<file path="config.mk">
export PLATFORM = sky130hd
export DESIGN_NAME = rxd_ring_engine
export DESIGN_NICKNAME = d
export VERILOG_FILES = /design/src/rtl/rxd_pkg.sv /design/src/rtl/rxd_desc_mem.sv /design/src/rtl/rxd_frame_acc.sv /design/src/rtl/rxd_ring_ctrl.sv /design/src/rtl/rxd_ring_engine.sv
export SDC_FILE = /design/constraint.sdc
export NUM_CORES = 1
export LEC_CHECK = 0
export ABC_AREA = 1
export BUFFER_PORTS_ARGS = -buffer_cell sky130_fd_sc_hd__buf_2
export CELL_PAD_IN_SITES_DETAIL_PLACEMENT = 1
export CELL_PAD_IN_SITES_GLOBAL_PLACEMENT = 1
export CORE_ASPECT_RATIO = 0.9
export CORE_MARGIN = 3
export CORE_UTILIZATION = 30
export CTS_BUF_LIST = sky130_fd_sc_hd__clkbuf_8
export CTS_CLUSTER_SIZE = 10
export DETAILED_ROUTE_END_ITERATION = 16
export PLACE_DENSITY_LB_ADDON = 0.1
export REMOVE_ABC_BUFFERS = 1
export SLEW_MARGIN = 20
export SYNTH_ARGS = -nofsm -noshare
export SYNTH_HDL_FRONTEND = slang
export SYNTH_SLANG_ARGS = --single-unit
</file>
<file path="constraint.sdc">
create_clock -name clk_i -period 5.6 [get_ports clk_i]
set_input_delay 0.28 -clock clk_i [delete_from_list [all_inputs] [get_ports clk_i]]
set_output_delay 0.28 -clock clk_i [all_outputs]
set_load 0.03 [all_outputs]
</file>
<file path="src/rtl/rxd_pkg.sv">
package rxd_pkg;
  localparam int unsigned WORD_W  = 16;
  localparam int unsigned EMPTY_B = 15;
  localparam int unsigned WRAP_B  = 13;
  localparam int unsigned LAST_B  = 11;
  localparam int unsigned FLAG_W  = 6;

  // bit 5 down to bit 0 of the status word
  typedef struct packed {
    logic too_long;
    logic too_short;
    logic late_coll;
    logic misalign;
    logic crc_err;
    logic fifo_ovr;
  } rx_flags_t;
endpackage

</file>
<file path="src/rtl/rxd_desc_mem.sv">
module rxd_desc_mem
  import rxd_pkg::*;
#(
  parameter int unsigned DEPTH = 8,
  parameter int unsigned IDX_W = 3
) (
  input  logic              clk_i,
  input  logic              rst_ni,
  input  logic              sw_we_i,
  input  logic              sw_len_sel_i,
  input  logic [IDX_W-1:0]  sw_addr_i,
  input  logic [WORD_W-1:0] sw_wdata_i,
  output logic [WORD_W-1:0] sw_stat_o,
  output logic [WORD_W-1:0] sw_len_o,
  input  logic [IDX_W-1:0]  rd_idx_i,
  output logic [WORD_W-1:0] rd_stat_o,
  input  logic              wr_en_i,
  input  logic [IDX_W-1:0]  wr_idx_i,
  input  logic [WORD_W-1:0] wr_stat_i,
  input  logic [WORD_W-1:0] wr_len_i
);
  logic [WORD_W-1:0] stat_q [DEPTH];
  logic [WORD_W-1:0] len_q  [DEPTH];

  // engine write-back wins over a software write to the same entry
  always_ff @(posedge clk_i or negedge rst_ni) begin
    if (!rst_ni) begin
      for (int i = 0; i < DEPTH; i++) begin
        stat_q[i] <= '0;
        len_q[i]  <= '0;
      end
    end else begin
      for (int i = 0; i < DEPTH; i++) begin
        if (wr_en_i && wr_idx_i == IDX_W'(i)) begin
          stat_q[i] <= wr_stat_i;
          len_q[i]  <= wr_len_i;
        end else if (sw_we_i && sw_addr_i == IDX_W'(i)) begin
          if (sw_len_sel_i) len_q[i]  <= sw_wdata_i;
          else              stat_q[i] <= sw_wdata_i;
        end
      end
    end
  end

  assign sw_stat_o = stat_q[sw_addr_i];
  assign sw_len_o  = len_q[sw_addr_i];
  assign rd_stat_o = stat_q[rd_idx_i];

  // engine only writes descriptors it owns
  p_own_r1: assert property (@(posedge clk_i) disable iff (!rst_ni)
    wr_en_i |-> stat_q[wr_idx_i][EMPTY_B]);
  // written status is closed and marked last
  p_last_r3: assert property (@(posedge clk_i) disable iff (!rst_ni)
    wr_en_i |=> !stat_q[$past(wr_idx_i)][EMPTY_B] && stat_q[$past(wr_idx_i)][LAST_B]);
endmodule

</file>
<file path="src/rtl/rxd_frame_acc.sv">
module rxd_frame_acc
  import rxd_pkg::*;
#(
  parameter int unsigned MAX_BUF = 1520,
  parameter int unsigned MAX_FRM = 1518,
  parameter int unsigned MIN_FRM = 64
) (
  input  logic              clk_i,
  input  logic              rst_ni,
  input  logic              valid_i,
  input  logic              last_i,
  input  logic              crc_err_i,
  input  logic              align_err_i,
  input  logic              fifo_ovr_i,
  input  logic              late_coll_i,
  output logic              sof_o,
  output logic              eof_o,
  output logic              busy_o,
  output logic [WORD_W-1:0] len_o,
  output rx_flags_t         flags_o
);
  logic [WORD_W-1:0] cnt_q, beat_len;

  assign beat_len = (&cnt_q) ? cnt_q : cnt_q + 1'b1;
  assign sof_o    = valid_i && (cnt_q == '0);
  assign eof_o    = valid_i && last_i;
  assign busy_o   = (cnt_q != '0);
  assign len_o    = (beat_len > WORD_W'(MAX_BUF)) ? WORD_W'(MAX_BUF) : beat_len;

  always_comb begin
    flags_o.too_long  = beat_len > WORD_W'(MAX_FRM);
    flags_o.too_short = beat_len < WORD_W'(MIN_FRM);
    flags_o.late_coll = late_coll_i;
    flags_o.misalign  = align_err_i;
    flags_o.crc_err   = crc_err_i;
    flags_o.fifo_ovr  = fifo_ovr_i;
  end

  always_ff @(posedge clk_i or negedge rst_ni) begin
    if (!rst_ni)      cnt_q <= '0;
    else if (valid_i) cnt_q <= last_i ? '0 : beat_len;
  end

  // stored length never exceeds the buffer
  p_len_cap_r4: assert property (@(posedge clk_i) disable iff (!rst_ni)
    eof_o |-> len_o <= WORD_W'(MAX_BUF));
  // a frame in progress keeps the block busy
  p_busy_r10: assert property (@(posedge clk_i) disable iff (!rst_ni)
    valid_i && !last_i |=> busy_o);
endmodule

</file>
<file path="src/rtl/rxd_ring_ctrl.sv">
module rxd_ring_ctrl
  import rxd_pkg::*;
#(
  parameter int unsigned DEPTH = 8,
  parameter int unsigned IDX_W = 3,
  parameter int unsigned CNT_W = 8
) (
  input  logic              clk_i,
  input  logic              rst_ni,
  input  logic              sof_i,
  input  logic              eof_i,
  input  logic              busy_i,
  input  logic [WORD_W-1:0] len_i,
  input  rx_flags_t         flags_i,
  input  logic              rdar_i,
  input  logic              evt_clr_i,
  input  logic [WORD_W-1:0] rd_stat_i,
  output logic [IDX_W-1:0]  cur_o,
  output logic              wr_en_o,
  output logic [WORD_W-1:0] wr_stat_o,
  output logic [WORD_W-1:0] wr_len_o,
  output logic              stalled_o,
  output logic              evt_o,
  output logic [CNT_W-1:0]  ovr_cnt_o
);
  logic [IDX_W-1:0] cur_q, cur_nxt;
  logic             stalled_q, drop_q, evt_q;
  logic [CNT_W-1:0] ovr_q;
  logic             owned, accept, dropping, stall_set;

  assign owned    = rd_stat_i[EMPTY_B];
  assign accept   = !stalled_q && owned;
  assign dropping = sof_i ? !accept : drop_q;
  assign wr_en_o  = eof_i && !dropping;
  assign wr_len_o = len_i;
  assign wr_stat_o = {{(WORD_W-FLAG_W){1'b0}}, flags_i}
                   | (WORD_W'(1) << LAST_B)
                   | (rd_stat_i & (WORD_W'(1) << WRAP_B));

  assign cur_nxt = (rd_stat_i[WRAP_B] || cur_q == IDX_W'(DEPTH-1)) ? '0 : cur_q + 1'b1;

  // reject at frame start, or idle poll of a descriptor owned by software
  assign stall_set = (sof_i && !accept) ||
                     (!stalled_q && !busy_i && !sof_i && !owned);

  always_ff @(posedge clk_i or negedge rst_ni) begin
    if (!rst_ni) begin
      cur_q     <= '0;
      stalled_q <= 1'b1;
      drop_q    <= 1'b0;
      evt_q     <= 1'b0;
      ovr_q     <= '0;
    end else begin
      if (wr_en_o) cur_q <= cur_nxt;

      if (rdar_i)         stalled_q <= 1'b0;
      else if (stall_set) stalled_q <= 1'b1;

      if (eof_i)      drop_q <= 1'b0;
      else if (sof_i) drop_q <= !accept;

      if (wr_en_o)        evt_q <= 1'b1;
      else if (evt_clr_i) evt_q <= 1'b0;

      if (eof_i && dropping && !(&ovr_q)) ovr_q <= ovr_q + 1'b1;
    end
  end

  assign cur_o     = cur_q;
  assign stalled_o = stalled_q;
  assign evt_o     = evt_q;
  assign ovr_cnt_o = ovr_q;

  // wrap bit sends the pointer home
  p_wrap_r2: assert property (@(posedge clk_i) disable iff (!rst_ni)
    wr_en_o && rd_stat_i[WRAP_B] |=> cur_q == '0);
  // stall is held until the active strobe
  p_stall_hold_r7: assert property (@(posedge clk_i) disable iff (!rst_ni)
    stalled_q && !rdar_i |=> stalled_q);
  // a stalled engine does not move
  p_idx_hold_r9: assert property (@(posedge clk_i) disable iff (!rst_ni)
    stalled_q |=> cur_q == $past(cur_q));
  // overrun counter never decreases
  p_ovr_mono_r9: assert property (@(posedge clk_i) disable iff (!rst_ni)
    ovr_q >= $past(ovr_q));
  // completion raises the event
  p_evt_set_r8: assert property (@(posedge clk_i) disable iff (!rst_ni)
    wr_en_o |=> evt_q);
endmodule

</file>
<file path="src/rtl/rxd_ring_engine.sv">
module rxd_ring_engine
  import rxd_pkg::*;
#(
  parameter int unsigned DEPTH   = 8,
  parameter int unsigned CNT_W   = 8,
  parameter int unsigned MAX_BUF = 1520,
  parameter int unsigned MAX_FRM = 1518,
  parameter int unsigned MIN_FRM = 64,
  localparam int unsigned IDX_W  = (DEPTH > 1) ? $clog2(DEPTH) : 1
) (
  input  logic              clk_i,
  input  logic              rst_ni,
  input  logic              rx_valid_i,
  input  logic              rx_last_i,
  input  logic              rx_crc_err_i,
  input  logic              rx_align_err_i,
  input  logic              rx_fifo_ovr_i,
  input  logic              rx_late_coll_i,
  input  logic              rdar_i,
  input  logic              evt_clr_i,
  input  logic              sw_we_i,
  input  logic              sw_len_sel_i,
  input  logic [IDX_W-1:0]  sw_addr_i,
  input  logic [WORD_W-1:0] sw_wdata_i,
  output logic [WORD_W-1:0] sw_stat_o,
  output logic [WORD_W-1:0] sw_len_o,
  output logic              desc_wr_o,
  output logic [IDX_W-1:0]  desc_wr_idx_o,
  output logic              frame_evt_o,
  output logic              stalled_o,
  output logic              idle_o,
  output logic [CNT_W-1:0]  ovr_cnt_o
);
  logic              sof, eof, busy, wr_en;
  logic [WORD_W-1:0] len, rd_stat, wr_stat, wr_len;
  logic [IDX_W-1:0]  cur;
  rx_flags_t         flags;

  rxd_frame_acc #(
    .MAX_BUF(MAX_BUF), .MAX_FRM(MAX_FRM), .MIN_FRM(MIN_FRM)
  ) u_acc (
    .clk_i, .rst_ni,
    .valid_i(rx_valid_i), .last_i(rx_last_i),
    .crc_err_i(rx_crc_err_i), .align_err_i(rx_align_err_i),
    .fifo_ovr_i(rx_fifo_ovr_i), .late_coll_i(rx_late_coll_i),
    .sof_o(sof), .eof_o(eof), .busy_o(busy), .len_o(len), .flags_o(flags)
  );

  rxd_ring_ctrl #(.DEPTH(DEPTH), .IDX_W(IDX_W), .CNT_W(CNT_W)) u_ctrl (
    .clk_i, .rst_ni,
    .sof_i(sof), .eof_i(eof), .busy_i(busy), .len_i(len), .flags_i(flags),
    .rdar_i, .evt_clr_i, .rd_stat_i(rd_stat),
    .cur_o(cur), .wr_en_o(wr_en), .wr_stat_o(wr_stat), .wr_len_o(wr_len),
    .stalled_o, .evt_o(frame_evt_o), .ovr_cnt_o
  );

  rxd_desc_mem #(.DEPTH(DEPTH), .IDX_W(IDX_W)) u_mem (
    .clk_i, .rst_ni,
    .sw_we_i, .sw_len_sel_i, .sw_addr_i, .sw_wdata_i, .sw_stat_o, .sw_len_o,
    .rd_idx_i(cur), .rd_stat_o(rd_stat),
    .wr_en_i(wr_en), .wr_idx_i(cur), .wr_stat_i(wr_stat), .wr_len_i(wr_len)
  );

  assign desc_wr_o     = wr_en;
  assign desc_wr_idx_o = cur;
  assign idle_o        = !busy;
endmodule

</file>
* Word-level counts from Yosys, hierarchy flattened
Cells that the tools add are included.
** Word-level totals
- Register bits after elaboration :: 286
- Latch bits :: 0
- Memory bits (writable) :: 0
- Memory bits (read-only) :: 0
- Output and inout bits :: 47
- Logic and storage cells :: 183
- Memories :: 0
** Operators by class
- Add/subtract/negate cells :: 3
- Multiply operators :: 0
- Div/mod/pow operators :: 0
- Magnitude comparators :: 5
- Equal/unequal tests :: 22
- Shift-type cells :: 0
- Mux-type cells :: 53
- Bitwise operators :: 3
- Reductions and logical operators :: 75
** Operator list (number)
- two-way mux 16 bit :: 43
- binary-select mux 16 bit (select 3 bit) :: 3
- nonzero test 2 bit :: 18
- > comparator 16 x 11 -> 1 bit (second input constant) :: 2
- AND reduction 2 bit :: 16
- logical AND 1 bit :: 26
- equality test 3 bit (second input constant) :: 8
- adder 16 x 1 -> 16 bit (second input constant) :: 1
- logical NOT 16 bit :: 1
- less-than comparator 16 x 7 -> 1 bit (second input constant) :: 1
- inequality test 2 x 1 -> 1 bit (second input constant) :: 8
- AND reduction 16 bit :: 1
- nonzero test 16 bit :: 1
- OR 12 x 14 -> 14 bit :: 1
- equality test 3 x 2 -> 1 bit (second input constant) :: 4
- adder 8 x 1 -> 8 bit (second input constant) :: 1
- >= comparator 4 bit (second input constant) :: 2
- NOT 3 -> 4 bit :: 2
- AND reduction 8 bit :: 1
- logical NOT 1 bit :: 7
- equality test 3 x 1 -> 1 bit (second input constant) :: 2
- logical NOT 3 bit :: 2
- two-way mux 1 bit :: 6
- adder 3 x 1 -> 3 bit (second input constant) :: 1
- 2 further kinds :: 3

* Logic depth before layout (Yosys ltp)
- Word-level depth :: 12
- Depth in mapped cells :: 15

* Cells and area by module
A second synthesis with hierarchy kept.
** Second synthesis, totals
- Cells, all modules :: 3407
- Area, all modules :: 20146.8 um^2
** Modules (own cells, without submodules)
- rxd_desc_mem :: instances 1, cells each 3014, area each 17434.2 um^2
- rxd_frame_acc :: instances 1, cells each 252, area each 1649.1 um^2
- rxd_ring_ctrl :: instances 1, cells each 140, area each 1059.8 um^2
- rxd_ring_engine :: instances 1, cells each 1, area each 3.8 um^2

* Worst setup path after synthesis
Ideal clock, no wire load.
- Path kind :: register -> register
- Start :: register u_acc.cnt_q[0]
- End :: register u_mem.len_q[19] (netlist name)
- Setup time :: 0.119 ns
- Data arrival time :: 2.113 ns
- Data required time :: 5.481 ns
- Path slack :: 3.368 ns
- Cell stages (with the launch flop) :: 15
- Path buffers :: 2
- Period minus slack after synthesis :: 2.232 ns
- Cell sequence :: dfrtp_1 ha_1 nand3_1 inv_2 nand2_2 nor2_4 a21oi_2 nor2_1 nand3_1 nor2_1 nand2_1 buf_6 buf_6 nand4_1 nand2_1
** Between the ends
- Cells in the longest elaborated chain, start to end :: 8
- Elaborated cells between the ends (all ways) :: 15
** Ends and longest elaborated chain
- start: declaration :: line rxd_frame_acc.sv:22 : logic [WORD_W-1:0] cnt_q, beat_len;
- start signal: assignment :: line rxd_frame_acc.sv:41 : else if (valid_i) cnt_q <= last_i ? '0 : beat_len;
- parallel branches: the longest is 8 deep, another holds adder 16 x 1 -> 16 bit
- end signal: indexed assignment :: line rxd_desc_mem.sv:36 : len_q[i] <= wr_len_i;
- end signal: indexed assignment :: line rxd_desc_mem.sv:38 : if (sw_len_sel_i) len_q[i] <= sw_wdata_i;
- end: declaration :: line rxd_desc_mem.sv:23 : logic [WORD_W-1:0] len_q [DEPTH];
Several ways; the timed one is not identified.
A chain may end at the register's enable or synchronous reset.

* Worst setup path after layout
- Start :: register u_ctrl.cur_q[0], in the netlist u_ctrl.cur_o[0]
- End :: register u_mem.len_q[59] (netlist name)
** Between the ends
- Cells in the longest elaborated chain, start to end :: 12
- Elaborated cells between the ends (all ways) :: 15
** Ends and longest elaborated chain
- start: declaration :: line rxd_ring_ctrl.sv:26 : logic [IDX_W-1:0] cur_q, cur_nxt;
- start signal: assignment :: line rxd_ring_ctrl.sv:54 : if (wr_en_o) cur_q <= cur_nxt;
- NOT 3 -> 4 bit (not written as such) :: line rxd_desc_mem.sv:47 : assign rd_stat_o = stat_q[rd_idx_i];
- binary-select mux 16 bit (select 3 bit) :: line rxd_desc_mem.sv:47
- two-way mux 16 bit (not written as such) (2 in series) :: line rxd_desc_mem.sv:47
- logical AND 1 bit :: line rxd_ring_ctrl.sv:32 : assign accept = !stalled_q && owned;
- logical NOT 1 bit :: line rxd_ring_ctrl.sv:33 : assign dropping = sof_i ? !accept : drop_q;
- two-way mux 1 bit :: line rxd_ring_ctrl.sv:33
- logical NOT 1 bit :: line rxd_ring_ctrl.sv:34 : assign wr_en_o = eof_i && !dropping;
- logical AND 1 bit :: line rxd_ring_ctrl.sv:34
- logical AND 1 bit (*) :: line rxd_desc_mem.sv:34 : if (wr_en_i && wr_idx_i == IDX_W'(i)) begin
- nonzero test 2 bit (no source line)
- AND reduction 2 bit (no source line)
Mark *: on every way between the ends. The rest lies on a longest branch, timed or not. The select of a mux whose other input is x is not followed.

==> metrics.txt <==
outcome completed; Post-synth ARST share 1.00; clock sink count 286; final setup fails 0; routed wire length 69.1 mm; Worst-path clk slew 0.06 ns; worst skew pair latency 0.65 ns; num rows 79; die area 55,900 sq um; Reg-to-Reg End u_mem.len_q[59]$_DFFE_PN0P_; Most Frequent Cell on Critical Path nand2_1; CTS Root Cell clkbuf_8; post-CTS resize count 0; vias in the first global route 16,100; largest net degree at the start of global routing 95; Num CTS Buffers 54; Post-Syn Area 15,900 sq um; Setup WS post-layout 1.85 ns; crit share post-route 0.669; Syn. warnings 0; pwr dens 414 nW/um^2; Post-synth EDFFs 0; grt ovf 0; RSZ-0062 raised after global routing no; Worst R2R Setup Slack 1.85 ns; proportion of synthesized chip area in sequential cells 0.450; worst path cell trace inv_2 > nand2_1 > nand2_1 > nand2_1 > nand2_1 > nand2_1 > nand2_1 > nand3_1 > nand2_2 > nand3_2 > buf_4 > clkinv_1 > o31ai_1; Setup Crit Path Kind flop to flop; Hold-fix buffers, CTS 11; core area 52,100 sq um; Hold EP u_mem.len_q[27]$_DFFE_PN0P_; initial antenna violation count 0; Nets 2,241; FF-to-FF path depth 13; Crit-path slowest cell clkinv_1; CTS H-tree depth 2; DR pass1 iterations 5; GRT Total Usage 0.246; Post-CTS Setup Repair Bufs 0; maxcap violations 0; Worst setup EP type flop; Crit path arrival time 4.28 ns; Clk pwr share 0.270; Max Fanout on Critical Path 27; Comb pwr share 0.287; first-pass GRT wire length 105 mm; Area Overhead vs Synth 12.7%; Max Slew Vio Count 0; Boundary Pins 78; Internal 4.57 mW; switching part of the total 0.384; Worst Setup Start Kind flop; Worst Hold Launch sw_wdata_i[11]; Flop pwr share 0.443; Final TNS setup 0 ns; Final Hold Vio Count 0; post-synthesis cell count 2,170; Tmin final 3.75 ns; worst-margin pin slew 1.08 ns; fmax 267 MHz; Slew headroom 0.277; hold crit path type input port to flop; Antenna Cells 0; pre-CTS worst setup slack 1.84 ns; synthesized area per cell 7.33 sq um; hpwl dp 43.6 mm; P_sw 2.85 mW; DRC 0; Worst VDD drop 0.160 mV; leak pwr 9.00 nW; share of cells above drive strength 1 0.103; DR vias/cell 5.31; routability cong. 0.842; starting density of the core 0.306; CP peak stage delay 0.74 ns; TritonCTS clock tree done; die width 249 um; Yosys reg bits 286; Netlist cell types 42; Clock Tree Buf Depth 3; via count 15,500; Crit Reg-Reg Startpoint u_ctrl.cur_o[0]$_DFFE_PN0P_; Clock Skews 0.0135 ns; Top delay family on crit path buffers and inverters; post-route ant nets 0; Detailed Route Iter0 Violations 1,136; mean routed wirelength per cell 23.6 um; Req. time, crit path 6.13 ns; Die Y 225 um; Fin Hold WS 0.0793 ns; hold path depth 3; predominant post-synthesis flop cell dfrtp_1; Buf+Inv Stages, Crit Path 3; port bufs 77
## placed cells by master (no fill, tap or decap), types with 9 or more instances in the layout
cell type / n
o21ai_0: 100
dfrtp_1: 285
clkinv_1: 21
dlygate4sd3_1: 11
a22oi_1: 46
o211ai_1: 20
clkbuf_8: 64
nand3_1: 357
a211oi_1: 11
nand3_2: 10
ha_1: 9
nand4_1: 51
o22ai_1: 26
a31oi_1: 25
a221oi_1: 9
nand2_1: 722
buf_2: 76
inv_1: 215
buf_4: 36
nor2_1: 63
## per-layer routing
layer	up-vias	GRT usage	share of wire
li1	7206	-	-
met3	109	0.0379	0.042
met4	0	0.0760	0.028
met2	329	0.393	0.45
met5	-	0	0
met1	7896	0.344	0.48
## area by class of cell
class	count	area (sq um)
Sequential cell	286	7160
Tap cell	688	861
Clock inverter	31	126
Clock buffer	64	881
Multi-Input combinational cell	1516	7300
Timing Repair Buffer	125	796
Inverter	218	818
Fill cell	6427	34200
## through the flow
stage,std cells,cell area [sq um],total power [mW],utilization
floorplan,2020,15200,4.64,-
global placement,2822,16800,5.36,0.323
detailed placement,2822,16800,5.44,0.323
CTS,2928,17900,7.51,0.344
global route,2928,17900,7.97,0.344
finish,2928,17900,7.42,0.344
## logic make-up (layout without fill, tap and decap cells)
family | after synthesis | after routing | synth area share
AND/OR/NAND/NOR | 1240 | 1240 | 0.342
buffers and inverters | 368 | 438 | 0.0933
flip-flops | 286 | 286 | 0.450
AO/OA/AOI/OAI | 256 | 256 | 0.101
XOR/XNOR | 11 | 11 | 0.00653
adder cells (fa/ha/maj) | 9 | 9 | 0.00708
## tightest hold or removal path: stages
cell	delay (ns)
buf_2	0.20
nand3_1	0.11
o21ai_0	0.08
## flip-flops by register name (all words and copies together) (netlist names)
name              cells
u_mem.len_q         128
u_mem.stat_q        128
u_acc.cnt_q          16
u_ctrl.ovr_cnt_o      8
u_ctrl.cur_o          3
u_ctrl.drop_q         1
u_ctrl.evt_o          1
u_ctrl.stalled_o      1
## power by group through the flow
| stage | registers [mW] | clock network (mW) | logic (mW) |
|---|---|---|---|
| 6_report | 3.29 | 2.01 | 2.13 |
| 5_1_grt | 3.37 | 2.17 | 2.43 |
| 4_1_cts | 3.28 | 2.08 | 2.15 |
| 3_5_place_dp | 3.31 | 0 | 2.13 |
| 3_3_place_gp | 3.29 | 0 | 2.07 |
| 2_1_floorplan | 3.24 | 0 | 1.40 |
## worst max-delay path by stage
stage | from | end | slack, ns | cells after the start
final | u_ctrl.cur_o[0]$_DFFE_PN0P_ | u_mem.len_q[59]$_DFFE_PN0P_ | 1.85 | 13
after global placement | u_acc.cnt_q[0]$_DFFE_PN0P_ | u_mem.stat_q[27]$_DFFE_PN0P_ | 2.00 | 12
after detailed placement | u_ctrl.cur_o[0]$_DFFE_PN0P_ | u_mem.len_q[59]$_DFFE_PN0P_ | 1.84 | 13
after CTS | u_ctrl.cur_o[0]$_DFFE_PN0P_ | u_mem.len_q[59]$_DFFE_PN0P_ | 1.83 | 13
after global routing | u_acc.cnt_q[0]$_DFFE_PN0P_ | u_mem.len_q[69]$_DFFE_PN0P_ | 1.48 | 11
after floorplan | sw_addr_i[0] | u_mem.stat_q[43]$_DFFE_PN0P_ | 1.42 | 9
## cell usage after synthesis, types with 22 or more instances
library cell / count / area share
a22oi_1: 46 / 0.022
a31oi_1: 25 / 0.0098
buf_2: 32 / 0.010
clkbuf_1: 101 / 0.024
clkinv_1: 22 / 0.0052
dfrtp_1: 285 / 0.45
inv_1: 191 / 0.045
nand2_1: 722 / 0.17
nand3_1: 358 / 0.11
nand4_1: 51 / 0.020
nor2_1: 66 / 0.016
o21ai_0: 100 / 0.031
o22ai_1: 26 / 0.010
(Power assumes the default switching activity.)
